==> src/rtl/ffs_spreader.sv <==
module ffs_spreader #(
  parameter int N      = 4,
  parameter int DEPTH  = 8,
  parameter int DATA_W = 8
) (
  input  logic              clk,
  input  logic              rst_n,
  input  logic              in_valid,
  input  logic [$clog2(N)-1:0] in_dest,
  input  logic [DATA_W-1:0] in_data,
  output logic              in_ready,
  output logic [$clog2(N)-1:0] slot_idx,
  output logic              out_valid,
  output logic [DATA_W-1:0] out_data,
  output logic [$clog2(N)-1:0] out_dest,
  output logic [$clog2(N)-1:0] out_port
);
  localparam int FW = $clog2(N);
  localparam int AW = (DEPTH > 1) ? $clog2(DEPTH) : 1;
  localparam int CW = $clog2(DEPTH + 1);
  localparam int KW = $clog2(N + 1);

  logic [DATA_W-1:0] mem [N][DEPTH];
  logic [AW-1:0]     wr_q [N];
  logic [AW-1:0]     rd_q [N];
  logic [CW-1:0]     fcount [N];
  logic [FW-1:0]     port_q [N];
  logic [FW-1:0]     slot_q, rr_q, sel_q;
  logic [KW-1:0]     k_q;

  logic          full_hit, part_hit;
  logic [FW-1:0] full_idx, part_idx, idx;
  logic [FW-1:0] pick_sel, cur_sel;
  logic [KW-1:0] pick_k, cur_k;
  logic [N-1:0]  push_v, pop_v;

  always_comb begin
    full_hit = 1'b0;
    part_hit = 1'b0;
    full_idx = '0;
    part_idx = '0;
    idx      = '0;
    for (int j = 0; j < N; j++) begin
      idx = FW'((int'(rr_q) + j) % N);
      if (!full_hit && int'(fcount[idx]) >= N) begin
        full_hit = 1'b1;
        full_idx = idx;
      end
      if (!part_hit && fcount[idx] != '0) begin
        part_hit = 1'b1;
        part_idx = idx;
      end
    end
  end

  assign pick_sel = full_hit ? full_idx : part_idx;
  assign pick_k   = full_hit ? KW'(N) : (part_hit ? KW'(fcount[part_idx]) : '0);
  assign cur_sel  = (slot_q == '0) ? pick_sel : sel_q;
  assign cur_k    = (slot_q == '0) ? pick_k : k_q;

  assign slot_idx  = slot_q;
  assign out_valid = int'(slot_q) < int'(cur_k);
  assign out_dest  = cur_sel;
  assign out_port  = port_q[cur_sel];
  assign out_data  = mem[cur_sel][rd_q[cur_sel]];
  assign in_ready  = (int'(in_dest) < N) && (int'(fcount[in_dest]) < DEPTH);

  always_comb begin
    for (int f = 0; f < N; f++) begin
      push_v[f] = in_valid && in_ready && (int'(in_dest) == f);
      pop_v[f]  = out_valid && (int'(cur_sel) == f);
    end
  end

  always_ff @(posedge clk) begin
    if (!rst_n) begin
      slot_q <= '0;
      rr_q   <= '0;
      sel_q  <= '0;
      k_q    <= '0;
    end else begin
      slot_q <= (int'(slot_q) == N - 1) ? '0 : slot_q + 1'b1;
      if (slot_q == '0) begin
        sel_q <= pick_sel;
        k_q   <= pick_k;
        if (part_hit)
          rr_q <= (int'(pick_sel) == N - 1) ? '0 : pick_sel + 1'b1;
      end
    end
  end

  always_ff @(posedge clk) begin
    for (int f = 0; f < N; f++) begin
      if (!rst_n) begin
        wr_q[f]   <= '0;
        rd_q[f]   <= '0;
        fcount[f] <= '0;
        port_q[f] <= '0;
      end else begin
        fcount[f] <= fcount[f] + CW'(push_v[f]) - CW'(pop_v[f]);
        if (push_v[f])
          wr_q[f] <= (int'(wr_q[f]) == DEPTH - 1) ? '0 : wr_q[f] + 1'b1;
        if (pop_v[f]) begin
          rd_q[f]   <= (int'(rd_q[f]) == DEPTH - 1) ? '0 : rd_q[f] + 1'b1;
          port_q[f] <= (int'(port_q[f]) == N - 1) ? '0 : port_q[f] + 1'b1;
        end
      end
    end
  end

  always_ff @(posedge clk) begin
    for (int f = 0; f < N; f++)
      if (push_v[f]) mem[f][wr_q[f]] <= in_data;
  end

  assert_slot_wrap_R1: assert property (@(posedge clk) disable iff (!rst_n)
    int'(slot_q) == N - 1 |=> slot_q == '0);

  assert_frame_hold_R8: assert property (@(posedge clk) disable iff (!rst_n)
    out_valid && slot_q != '0 |-> $past(out_valid) && out_dest == $past(out_dest));

  assert_port_step_R7: assert property (@(posedge clk) disable iff (!rst_n)
    out_valid && slot_q != '0 |->
      int'(out_port) == (int'($past(out_port)) + 1) % N);

  for (genvar g = 0; g < N; g++) begin : g_chk
    assert_no_overflow_R3: assert property (@(posedge clk) disable iff (!rst_n)
      int'(fcount[g]) <= DEPTH);
    assert_reject_R3: assert property (@(posedge clk) disable iff (!rst_n)
      in_valid && !in_ready && int'(in_dest) == g && !pop_v[g] |=>
        fcount[g] == $past(fcount[g]));
  end
endmodule

==> config.mk <==
export PLATFORM = sky130hd
export DESIGN_NAME = ffs_spreader
export DESIGN_NICKNAME = d
export VERILOG_FILES = /design/src/rtl/ffs_spreader.sv
export SDC_FILE = /design/constraint.sdc
export NUM_CORES = 1
export LEC_CHECK = 0
export CAP_MARGIN = 20
export CORE_ASPECT_RATIO = 0.8
export CORE_UTILIZATION = 48
export CTS_CLUSTER_SIZE = 25
export DETAILED_ROUTE_END_ITERATION = 6
export GPL_TIMING_DRIVEN = 0
export SLEW_MARGIN = 20
export SYNTH_ARGS = -nofsm -noshare
export SYNTH_HDL_FRONTEND = slang
export SYNTH_SLANG_ARGS = --single-unit
==> constraint.sdc <==
create_clock -name clk -period 6.65 [get_ports clk]
set_clock_uncertainty 0.05 [all_clocks]
set_input_delay 0.665 -clock clk [delete_from_list [all_inputs] [get_ports clk]]
set_output_delay 0.665 -clock clk [all_outputs]
set_load 0.02 [all_outputs]
==> flow_summary.toml <==
[run_status]
status = "completed"

[worst_setup_path]
worstPathArrival_ps = 5670
critPathLaunch = "rr_q[0]"
critPathLaunchType = "flop"
cp-end-kind = "output pin"
criticalPathCategory = "flop to output pin"
cp_max_fo = 10
r2r_start = "rr_q[0]"
crit_required_ps = 5930

[clocking]
clock_sinks = 315
clockRootBuffer = "clkbuf_16"
htree_levels = 1
cts_hold_buf = 0
clk_latency_ps = 560
numCtsBuffers = 30
cts_tree = "done"
post_cts_buffers = 0
ctsResizeCount = 1
clk_pin_slew_worst_paths_ps = 70
clockBufferDepth = 3

[finish]
stdcell_area_um2 = 15800
area_delta_synth_final_pct = 12.5
final_layout_size_suffix_gt1_share_pct = 9.03
ff_latch_area_um2 = 9190
nets = 1208
layout_common_cells = "288 x edfxtp_1, 148 x nand2_1, 56 x nor2_1"
fillers = 2390
final_cells = 1544
fin_util_pct = 55.3
multi_input_area_um2 = 4490
mostFrequentLayoutCell = "edfxtp_1"
antenna_cells = 0

[place]
placed_area_um2 = 14800
dp_cells = 1490
gp_congestion = 0.854
place_hpwl_um = 24300
place_ws_ps = 553
port_buffers = 28

[floorplanning]
coreArea_um2 = 28500
rows = 55
die_w_um = 193
ios = 29
dieHeight_um = 155
die_area_um2 = 29900
start_util_pct = 49.1

[worst_hold_path]
min-delay-start = "slot_idx[0]"
hold_class = "flop to flop"

[sta]
rsz0062_at_grt = "no"
tightest_slew_ps = 1130
maxSlewViolCount = 0
setup_viol = 0
slew_headroom_pct = 24.6
fin_setup_tns_ps = 0
period_share_pct = 96.0
worst_slack_ps = 268
min_period_ps = 6380
clock.fmax_mhz = 157
hold_violations = 0

[synthesis]
yosys_register_bits = 315
synthArstFlopShare_pct = 0
postSynthAreaPerCell_um2 = 12.8
yosysWarnings = 0
netlist_area_um2 = 14000
synth_ff_type = "edfxtp_1"
syn_nets = 1148
seq_area_frac_synth_pct = 65.6
synth_enable_flop_cells = 288
yosys.cell_types.count = 74
synth_cells = 1092

[grt]
grt_start_max_net_pins = 33
grt_pass1_wl_um = 52300
track_usage_pct = 23.9
antenna_found_initial = 1
grt_pass1_vias = 8313
grt_overflow_total = 0

[routing]
drt_iter0_markers = 776
ant_nets = 0
drc = 0
wirelength_um = 35200
wl_per_cell_um = 22.8
dr_total_vias = 9054
via_per_inst = 5.86
dr.pass1.iters = 5

[power]
power_density_nw_per_um2 = 533
vdd_drop_max_mv = 0.229
leakagePower_nw = 5.42

[job]
maxCapViolations = 0
-- power breakdown --
part / switching (mW) / leakage (nW) / total, mW / internal [mW]
clock: 0.726 / 0.472 / 1.72 / 0.997
combinational: 2.68 / 2.08 / 4.19 / 1.50
sequential: 0.158 / 2.86 / 2.48 / 2.32
-- per-stage QoR --
stage	hold slack (ps)	power, mW
2_1_floorplan	435	5.20
6_report	474	8.39
5_1_grt	513	8.85
3_3_place_gp	458	6.61
3_5_place_dp	458	6.64
4_1_cts	472	8.37
-- synthesized netlist by cell type, drive strengths merged (27+ instances only) --
cell | count | area [um2]
nand3 | 53 | 265
o22ai | 38 | 238
edfxtp | 288 | 8650
nor2 | 57 | 216
clkbuf | 29 | 110
a21oi | 41 | 205
ha | 39 | 488
nor4 | 33 | 206
mux2i | 49 | 494
dfxtp | 27 | 541
inv | 49 | 184
nand2 | 148 | 556
-- per-layer routing --
| layer | vias to the layer above | part of all wire (%) | GRT usage, % |
|---|---|---|---|
| met5 | - | 0.037 | 0 |
| met2 | 328 | 42 | 33.5 |
| met3 | 43 | 8.3 | 4.54 |
| li1 | 4218 | - | - |
| met1 | 4463 | 48 | 38.7 |
| met4 | 2 | 1.2 | 3.83 |
-- kinds of logic after synthesis --
group	synth area share (%)
multiplexers	4.17
adder cells (fa/ha/maj)	4.06
flip-flops	65.6
AO/OA/AOI/OAI	8.02
XOR/XNOR	0.813
buffers and inverters	2.77
AND/OR/NAND/NOR	14.5
-- final timing paths --
kind,cells after the start,to,slack (ps)
setup / recovery,15,out_data[0],270
hold reg to reg,1,slot_idx[0],470
setup reg to reg,23,fcount[3][2],1060
hold / removal,1,slot_idx[0],470
-- cell type report --
type / instances / area share [%]
Clock inverter: 20 / 1.25
Clock buffer: 34 / 5.00
Tap cell: 370 / 2.94
Inverter: 49 / 1.17
Timing Repair Buffer: 28 / 1.52
Multi-Input combinational cell: 682 / 28.5
Sequential cell: 315 / 58.3
Buffer: 46 / 1.33
-- worst max-delay path, cell delays in order, from the launching register on --
cell,delay [ps]
dfxtp_1,340
buf_2,180
clkbuf_1,240
or3_1,440
a2111oi_2,410
nor2_1,180
nor2_1,250
o21a_1,240
o211ai_2,240
mux2i_4,420
clkbuf_1,450
nand2_1,100
nand3_1,90
nand4_1,200
nor4_1,600
clkdlybuf4s50_1,720
-- sequential cells by signal (all words and copies together) (netlist names), named ones only --
register	cells
mem	256
fcount	16
rd_q	12
wr_q	12
port_q	8
k_q	3
rr_q	2
sel_q	2
slot_idx	2
Note: power is estimated with default switching activity, not from simulation.
